===== config.mk =====
export PLATFORM = sky130hd
export DESIGN_NAME = imem_pipe_rom
export DESIGN_NICKNAME = d
export VERILOG_FILES = /design/src/rtl/imem_pkg.sv /design/src/rtl/imem_row_bank.sv /design/src/rtl/imem_row_stage.sv /design/src/rtl/imem_word_mux.sv /design/src/rtl/imem_pipe_rom.sv
export SDC_FILE = /design/constraint.sdc
export NUM_CORES = 1
export LEC_CHECK = 0
export BUFFER_PORTS_ARGS = -buffer_cell sky130_fd_sc_hd__buf_2
export CAP_MARGIN = 20
export CORE_UTILIZATION = 51
export CTS_BUF_LIST = sky130_fd_sc_hd__clkbuf_4 sky130_fd_sc_hd__clkbuf_8
export CTS_CLUSTER_DIAMETER = 100
export CTS_CLUSTER_SIZE = 28
export DETAILED_ROUTE_END_ITERATION = 8
export PLACE_DENSITY = 0.78
export REMOVE_ABC_BUFFERS = 1
export SLEW_MARGIN = 20
export SYNTH_ARGS = -nofsm -noshare
export SYNTH_HDL_FRONTEND = slang
export SYNTH_SLANG_ARGS = --single-unit

===== constraint.sdc =====
create_clock -name clk -period 1.39 [get_ports clk]
set_input_delay 0.278 -clock clk [delete_from_list [all_inputs] [get_ports clk]]
set_output_delay 0.278 -clock clk [all_outputs]
set_load 0.01 [all_outputs]

===== src/rtl/imem_pkg.sv =====
// Package: shared content function for the pipelined instruction store.
// Assumes byte addresses fit in 32 bits; the content rule is fixed here so
// every stage and every checker computes the same byte value.
package imem_pkg;

    // Content of one byte: an odd multiplier keeps every value distinct over 256 bytes.
    function automatic logic [7:0] rom_byte(input logic [31:0] byte_addr,
                                            input logic [7:0]  seed);
        logic [31:0] t;
        t = (byte_addr * 32'd7) + {24'd0, seed};
        return t[7:0];
    endfunction

endpackage


===== src/rtl/imem_row_bank.sv =====
// Module: imem_row_bank
// Holds every row as a constant vector computed at elaboration and drives
// the row named by row_idx through a one-hot AND-OR selector.
// Assumes ROWS is a power of two and ROW_IDX_W = log2(ROWS).
module imem_row_bank
    import imem_pkg::*;
#(
    parameter int          ROWS      = 8,
    parameter int          ROW_BYTES = 32,
    parameter logic [7:0]  SEED      = 8'h3C,
    localparam int         ROW_BITS  = ROW_BYTES * 8,
    localparam int         ROW_IDX_W = $clog2(ROWS)
) (
    input  logic                 clk,
    input  logic                 rst_n,
    input  logic [ROW_IDX_W-1:0] row_idx,
    output logic [ROW_BITS-1:0]  row_data
);

    logic [ROW_BITS-1:0] rows_q [ROWS];
    logic [ROWS-1:0]     row_hit;

    // Fill each row byte from the package content rule.
    for (genvar r = 0; r < ROWS; r++) begin : g_row
        for (genvar b = 0; b < ROW_BYTES; b++) begin : g_byte
            assign rows_q[r][8*b +: 8] = rom_byte(32'(r * ROW_BYTES + b), SEED);
        end
        // One decode line per row.
        assign row_hit[r] = (row_idx == ROW_IDX_W'(r));
    end

    // Combine the rows under their decode lines.
    always_comb begin
        row_data = '0;
        for (int r = 0; r < ROWS; r++) begin
            row_data = row_data | (rows_q[r] & {ROW_BITS{row_hit[r]}});
        end
    end


    row_decode_onehot_chk: assert property (@(posedge clk) disable iff (!rst_n)
        $onehot(row_hit));

endmodule


===== src/rtl/imem_row_stage.sv =====
// Module: imem_row_stage
// First pipeline stage: registers the selected row and carries the word
// index and valid flag forward. Row and index load only with a valid request.
// Assumes a synchronous active-low reset.
module imem_row_stage #(
    parameter int ROW_BITS   = 256,
    parameter int WORD_IDX_W = 3
) (
    input  logic                  clk,
    input  logic                  rst_n,
    input  logic                  in_valid,
    input  logic [ROW_BITS-1:0]   in_row,
    input  logic [WORD_IDX_W-1:0] in_word_idx,
    output logic                  out_valid,
    output logic [ROW_BITS-1:0]   out_row,
    output logic [WORD_IDX_W-1:0] out_word_idx
);

    // Valid flag follows the request every cycle.
    always_ff @(posedge clk) begin
        if (!rst_n) out_valid <= 1'b0;
        else        out_valid <= in_valid;
    end

    // Payload captured only for real requests.
    always_ff @(posedge clk) begin
        if (!rst_n) begin
            out_row      <= '0;
            out_word_idx <= '0;
        end else if (in_valid) begin
            out_row      <= in_row;
            out_word_idx <= in_word_idx;
        end
    end


    row_valid_fwd_chk: assert property (@(posedge clk) disable iff (!rst_n)
        in_valid |=> out_valid);


    row_bubble_fwd_chk: assert property (@(posedge clk) disable iff (!rst_n)
        !in_valid |=> !out_valid);


    row_reset_flush_chk: assert property (@(posedge clk)
        !rst_n |=> !out_valid);

endmodule


===== src/rtl/imem_word_mux.sv =====
// Module: imem_word_mux
// Second pipeline stage: slices the registered row into words, picks one by
// index and registers it with its valid flag. Data loads only on valid.
// Assumes word 0 sits in the least significant bits of the row.
module imem_word_mux #(
    parameter int ROW_BITS      = 256,
    parameter int WORD_W        = 32,
    localparam int WORDS_PER_ROW = ROW_BITS / WORD_W,
    localparam int WORD_IDX_W    = $clog2(WORDS_PER_ROW)
) (
    input  logic                  clk,
    input  logic                  rst_n,
    input  logic                  in_valid,
    input  logic [ROW_BITS-1:0]   in_row,
    input  logic [WORD_IDX_W-1:0] in_word_idx,
    output logic                  out_valid,
    output logic [WORD_W-1:0]     out_data
);

    logic [WORD_W-1:0] words [WORDS_PER_ROW];
    logic [WORD_W-1:0] picked;

    // Cut the row into word lanes.
    for (genvar w = 0; w < WORDS_PER_ROW; w++) begin : g_lane
        assign words[w] = in_row[w*WORD_W +: WORD_W];
    end

    // Pick the lane named by the carried index.
    always_comb picked = words[in_word_idx];

    // Valid flag follows stage one.
    always_ff @(posedge clk) begin
        if (!rst_n) out_valid <= 1'b0;
        else        out_valid <= in_valid;
    end

    // Data captured only for real requests; held otherwise.
    always_ff @(posedge clk) begin
        if (!rst_n)        out_data <= '0;
        else if (in_valid) out_data <= picked;
    end


    word_valid_fwd_chk: assert property (@(posedge clk) disable iff (!rst_n)
        in_valid |=> out_valid);


    word_bubble_fwd_chk: assert property (@(posedge clk) disable iff (!rst_n)
        !in_valid |=> !out_valid);


    word_hold_chk: assert property (@(posedge clk) disable iff (!rst_n)
        !in_valid |=> $stable(out_data));


    word_reset_clear_chk: assert property (@(posedge clk)
        !rst_n |=> (!out_valid && out_data == '0));

endmodule


===== src/rtl/imem_pipe_rom.sv =====
// Module: imem_pipe_rom (top)
// Two-stage read-only instruction store: the row is picked from the top
// address bits in stage one, the word from the middle bits in stage two.
// Assumes word-aligned use; the byte-offset bits are dropped.
module imem_pipe_rom #(
    parameter int         ADDR_W    = 8,
    parameter int         WORD_W    = 32,
    parameter int         ROW_BYTES = 32,
    parameter logic [7:0] INIT_SEED = 8'h3C
) (
    input  logic              clk,
    input  logic              rst_n,
    input  logic              req_valid,
    input  logic [ADDR_W-1:0] req_addr,
    output logic              rsp_valid,
    output logic [WORD_W-1:0] rsp_data
);

    localparam int DEPTH_BYTES   = 2 ** ADDR_W;
    localparam int ROW_BITS      = ROW_BYTES * 8;
    localparam int ROWS          = DEPTH_BYTES / ROW_BYTES;
    localparam int WORD_BYTES    = WORD_W / 8;
    localparam int WORDS_PER_ROW = ROW_BYTES / WORD_BYTES;
    localparam int BYTE_OFF_W    = $clog2(WORD_BYTES);
    localparam int WORD_IDX_W    = $clog2(WORDS_PER_ROW);
    localparam int ROW_IDX_W     = $clog2(ROWS);

    logic [ROW_IDX_W-1:0]  row_idx;
    logic [WORD_IDX_W-1:0] word_idx;
    logic                  unused_offset;
    logic [ROW_BITS-1:0]   row_sel;
    logic                  s1_valid;
    logic [ROW_BITS-1:0]   s1_row;
    logic [WORD_IDX_W-1:0] s1_word_idx;

    // Split the byte address into row, word and dropped offset fields.
    assign row_idx       = req_addr[ADDR_W-1 -: ROW_IDX_W];
    assign word_idx      = req_addr[BYTE_OFF_W +: WORD_IDX_W];
    assign unused_offset = ^req_addr[BYTE_OFF_W-1:0];

    imem_row_bank #(
        .ROWS      (ROWS),
        .ROW_BYTES (ROW_BYTES),
        .SEED      (INIT_SEED)
    ) u_bank (
        .clk      (clk),
        .rst_n    (rst_n),
        .row_idx  (row_idx),
        .row_data (row_sel)
    );

    imem_row_stage #(
        .ROW_BITS   (ROW_BITS),
        .WORD_IDX_W (WORD_IDX_W)
    ) u_stage1 (
        .clk          (clk),
        .rst_n        (rst_n),
        .in_valid     (req_valid),
        .in_row       (row_sel),
        .in_word_idx  (word_idx),
        .out_valid    (s1_valid),
        .out_row      (s1_row),
        .out_word_idx (s1_word_idx)
    );

    imem_word_mux #(
        .ROW_BITS (ROW_BITS),
        .WORD_W   (WORD_W)
    ) u_stage2 (
        .clk         (clk),
        .rst_n       (rst_n),
        .in_valid    (s1_valid),
        .in_row      (s1_row),
        .in_word_idx (s1_word_idx),
        .out_valid   (rsp_valid),
        .out_data    (rsp_data)
    );


    pipe_no_stall_chk: assert property (@(posedge clk) disable iff (!rst_n)
        s1_valid |=> rsp_valid);

endmodule


# Yosys cells after proc, flatten, opt, wreduce, memory -nomap -nowiden
# Cells that the tools add are included.
# op_classes
n_lt_le_gt_ge,1
n_eq_ne,7
muxes,3
n_bitwise,8
reduce_logical,1
# ops
op,n
OR 256 bit,3
OR 256 x 255 -> 256 bit,2
OR 253 x 256 -> 256 bit,1
OR 256 x 254 -> 256 bit,1
binary-select mux 32 bit (select 3 bit),1
2-to-1 mux 32 bit,2
"== test 3 bit, second input constant",4
"== test 3 x 2 -> 1 bit, second input constant",2
"greater-or-equal comparator 4 bit, second input constant",1
NOT 3 -> 4 bit,1
"== test 3 x 1 -> 1 bit, second input constant",1
zero test 3 bit,1
# word_totals
ff_bits,293
elab_cells,25

# Longest topological paths before layout
# depth
word_depth,8
ltp_mapped,6
depth_no_buf,5

# By module
# From an unflattened synthesis, not the netlist that was laid out.
# unflattened
hier_cells,1428
hier_area_um2,14918.1
# modules_own_cells
module,n_inst,cells_each,area_per_inst_um2
imem_row_stage,1,837,9882.0
imem_word_mux,1,331,3121.7
imem_row_bank,1,260,1914.3

# Worst setup path before layout
# OpenSTA, ideal clock, no wires.
# synth_path
path_kind,reg-to-reg
startpoint,register u_stage1.out_word_idx[0]
endpoint,register u_stage2.out_data[31]
setup_ps,121
t_arrival_ps,1173
slack_ps,96
path_stages_with_launch,6
n_path_buf,1
period_less_slack_ps,1294
cell_sequence,dfxtp_1 -> buf_6 -> mux2_4 -> or3_1 -> o2111ai_1 -> a21boi_1
# synth_via
elab_chain_cells,4
# synth_lines
item,line,rtl
"start, declared",imem_row_stage.sv:16,output logic [WORD_IDX_W-1:0] out_word_idx
"start signal, assigned",imem_row_stage.sv:32,out_word_idx <= in_word_idx;
NOT 3 -> 4 bit (implied by the code),imem_word_mux.sv:29,always_comb picked = words[in_word_idx];
binary-select mux 32 bit (select 3 bit),imem_word_mux.sv:29,
2-to-1 mux 32 bit (implied by the code) (2 in a row),imem_word_mux.sv:29,
"end signal, assigned",imem_word_mux.sv:40,else if (in_valid) out_data <= picked;
"end, declared",imem_word_mux.sv:17,output logic [WORD_W-1:0] out_data
# Every way passes these cells. The select of a mux whose other input is x is not followed.
# A chain may end at the register's enable or synchronous reset.

# Final worst setup path
# Ends and elaborated chain as after synthesis.

==> results_dict.tcl <==
set metrics [dict create \
    status "finished, final reports clean" \
    ir_drop_v 0.0006620 \
    ys_ff_latch 42 \
    final_nets 283 \
    final.setup.worst_slack_ns 0.04929 \
    cts_tree "built" \
    fin_skew_ns 0.005706 \
    antenna_found_initial 0 \
    grt_pass1_wl_mm 6.313 \
    synthXorXnorAreaFrac 0.02535 \
    period_minus_slack_ns 1.341 \
    syn_area_um2 2073 \
    max_stage_delay_ns 0.40 \
    rsz0062_at_grt "false" \
    drive_above_1_share 0.2491 \
    wl_per_cell_um 12.02 \
    diodes 0 \
    post-route-period-util 0.9645 \
    cts.path.max_buffers 2 \
    synth_top_family_by_area "compound AO/OA/AOI/OAI gates" \
    hold_violations 0 \
    cts_setup_buffers 0 \
    worst_path_max_delay_cell "dfxtp_2" \
    ios 44 \
    ys_async_sr_fraction 0 \
    die_w_um 65.76 \
    synth_top_area_share 0.4056 \
    synth_area_leaders "dfxtp_1 (41%), mux2i_1 (6.3%), a21oi_1 (5.1%)" \
    numCtsBuffers 5 \
    grt_max_degree 32 \
    ys_seq_area_frac 0.4056 \
    start_util 0.5498 \
    synth_compound_area_frac 0.1986 \
    slew-limit-headroom 0.6470 \
    final_cells 317 \
    firstDrtPassIters 4 \
    power.total_uw 2665 \
    vias 1670 \
    yosysTopAreaCell "dfxtp_1" \
    ctsHtreeMaxLevel 2 \
    crit_chain "mux2_4 > or3_1 > o2111ai_1 > a21boi_1" \
    synth_edf_count 0 \
    ys_warn_count 0 \
    routabilityCongestion 0.7454 \
    ys.flop_type "dfxtp_1" \
    post-synth-top-count-cell "dfxtp_1" \
    via_per_inst 5.268 \
    clkLatencyLatePin_ns 0.29 \
    synth.area.mux_share 0.1098 \
    track_usage 0.1947 \
    dieArea_um2 4324 \
    cts.sinks 42 \
    ant_nets 0 \
    synth_cells 234 \
    gr-total-overflow 0 \
    finalMaxSlewViolations 0 \
    path_clk_slew_ns 0.08 \
    required_ns 1.58 \
    start_kind "flop" \
    max_freq_ghz 0.7459 \
    cp_max_fo 6 \
    port_buffers 37 \
    netlist_top_cells_count "dfxtp_1 (42), a21oi_1 (21), o21ai_0 (19)" \
    arrival_ns 1.53 \
    hp-class "primary input to flop" \
    die_h_um 65.76 \
    routed_wl_mm 3.811 \
    maxCapViolCount 0 \
    p_per_area_nw_per_um2 1105 \
    place.detailed.hpwl_mm 2.737 \
    worstSetupEndpointType "flop" \
    synthAdderAreaFrac 0.02414 \
    place_inst 309 \
    fin_hold_ws_ns 0.2411 \
    core_area_um2 3771 \
    critical_path_class "flop to flop" \
    synth_cell_types 34 \
    cts_root_buffer "clkbuf_8" \
    synth_area_per_cell_um2 8.860 \
    first_global_vias 1447 \
    drt_iter0_drc 109 \
    dp_slack_ns -0.03354 \
    num_rows 22 \
    p_leak_uw 0.001073 \
    drc 0 \
    syn_to_final_growth_pct 16.29 \
    finalSetupViolations 0 \
    worst_pin_slew_ns 0.5287 \
    yosys.area_share.simple 0.1328 \
]
==> cell families after synthesis <==
| logic type | after synthesis |
|---|---|
| AND/OR/NAND/NOR | 55 |
| multiplexers | 18 |
| flip-flops | 42 |
| XOR/XNOR | 6 |
| adder cells (fa/ha/maj) | 4 |
| other | 1 |
| AO/OA/AOI/OAI | 68 |
| buffers and inverters | 40 |
==> power by group <==
group	internal, uW	switching, uW	leakage [uW]	total (uW)
Combinational	195	203	0.000669	398
Clock	528	405	0.0000579	934
Sequential	1270	60.8	0.000346	1330
==> per-layer routing <==
| layer | vias to the layer above | global-route usage | share of wire |
|---|---|---|---|
| li1 | 857 | - | - |
| met1 | 759 | 0.2438 | 0.48 |
| met3 | 5 | 0.05382 | 0.060 |
| met2 | 49 | 0.3151 | 0.44 |
| met5 | - | 0 | 0 |
| met4 | 0 | 0.07337 | 0.013 |
==> cell type report <==
type                       count  area, um2
fill                         333       1360
multi-input combinational    155       1032
sequential                    42      843.3
timing repair buffer          53      325.3
clock buffer                   5      68.82
tap                           48      60.06
inverter                      11      41.29
clock inverter                 3      40.04
==> critical path: cells and delay by family (launching register included) <==
| kind | cells | cell delay, ns |
|---|---|---|
| compound gates | 2 | 0.21 |
| mux | 1 | 0.32 |
| simple gates | 1 | 0.31 |
| flops | 1 | 0.40 |
==> what timing repair did <==
action | in CTS | in global routing
setup endpoints to repair | 5 | 3
hold buffers | 0 | 0
gates resized for setup | 3 | 1
==> state kept, by name, indices dropped and copies added (netlist names) <==
register	cells
u_stage1.out_row	15
u_stage1.out_valid	1
u_stage1.out_word_idx	3
u_stage2.out_data	22
u_stage2.out_valid	1
==> path summary, 6_finish.rpt <==
check,startpoint,endpoint,slack [ns],cells past startpoint
min,req_addr[3],u_stage1.out_word_idx[1]$_SDFFE_PN0P_,0.24,3
max reg2reg,u_stage1.out_word_idx[0]$_SDFFE_PN0P_,u_stage2.out_data[31]$_SDFFE_PN0P_,0.05,4
max,u_stage1.out_word_idx[0]$_SDFFE_PN0P_,u_stage2.out_data[31]$_SDFFE_PN0P_,0.05,4
min reg2reg,u_stage2.out_data[30]$_SDFFE_PN0P_,u_stage2.out_data[30]$_SDFFE_PN0P_,0.45,2
==> metrics by stage <==
stage,util,cell area [um2],setup TNS (ns)
after global routing,0.6394,2411,0
after global placement,0.6078,2292,-0.01178
final,0.6394,2411,0
after floorplan,-,1914,-2.034
after detailed placement,0.6078,2292,-0.09353
after CTS,0.6384,2407,0
==> placed cells by master (no fill, tap or decap), drive strengths merged, types with 3 or more instances in the layout <==
cell and n:
mux2i 13, clkinv 3, a31oi 6, nand2 18, nor2 8, and2 6
clkbuf 5, inv 10, a21boi 9, nand3 4, o2111ai 4, ha 4
mux4 3, dfxtp 42, a21oi 21, nand2b 12, xnor2 5, conb 4
o211a 3, o21ai 19, buf 53, nor2b 5, o22ai 4
Note: power is estimated with default switching activity, not from simulation.
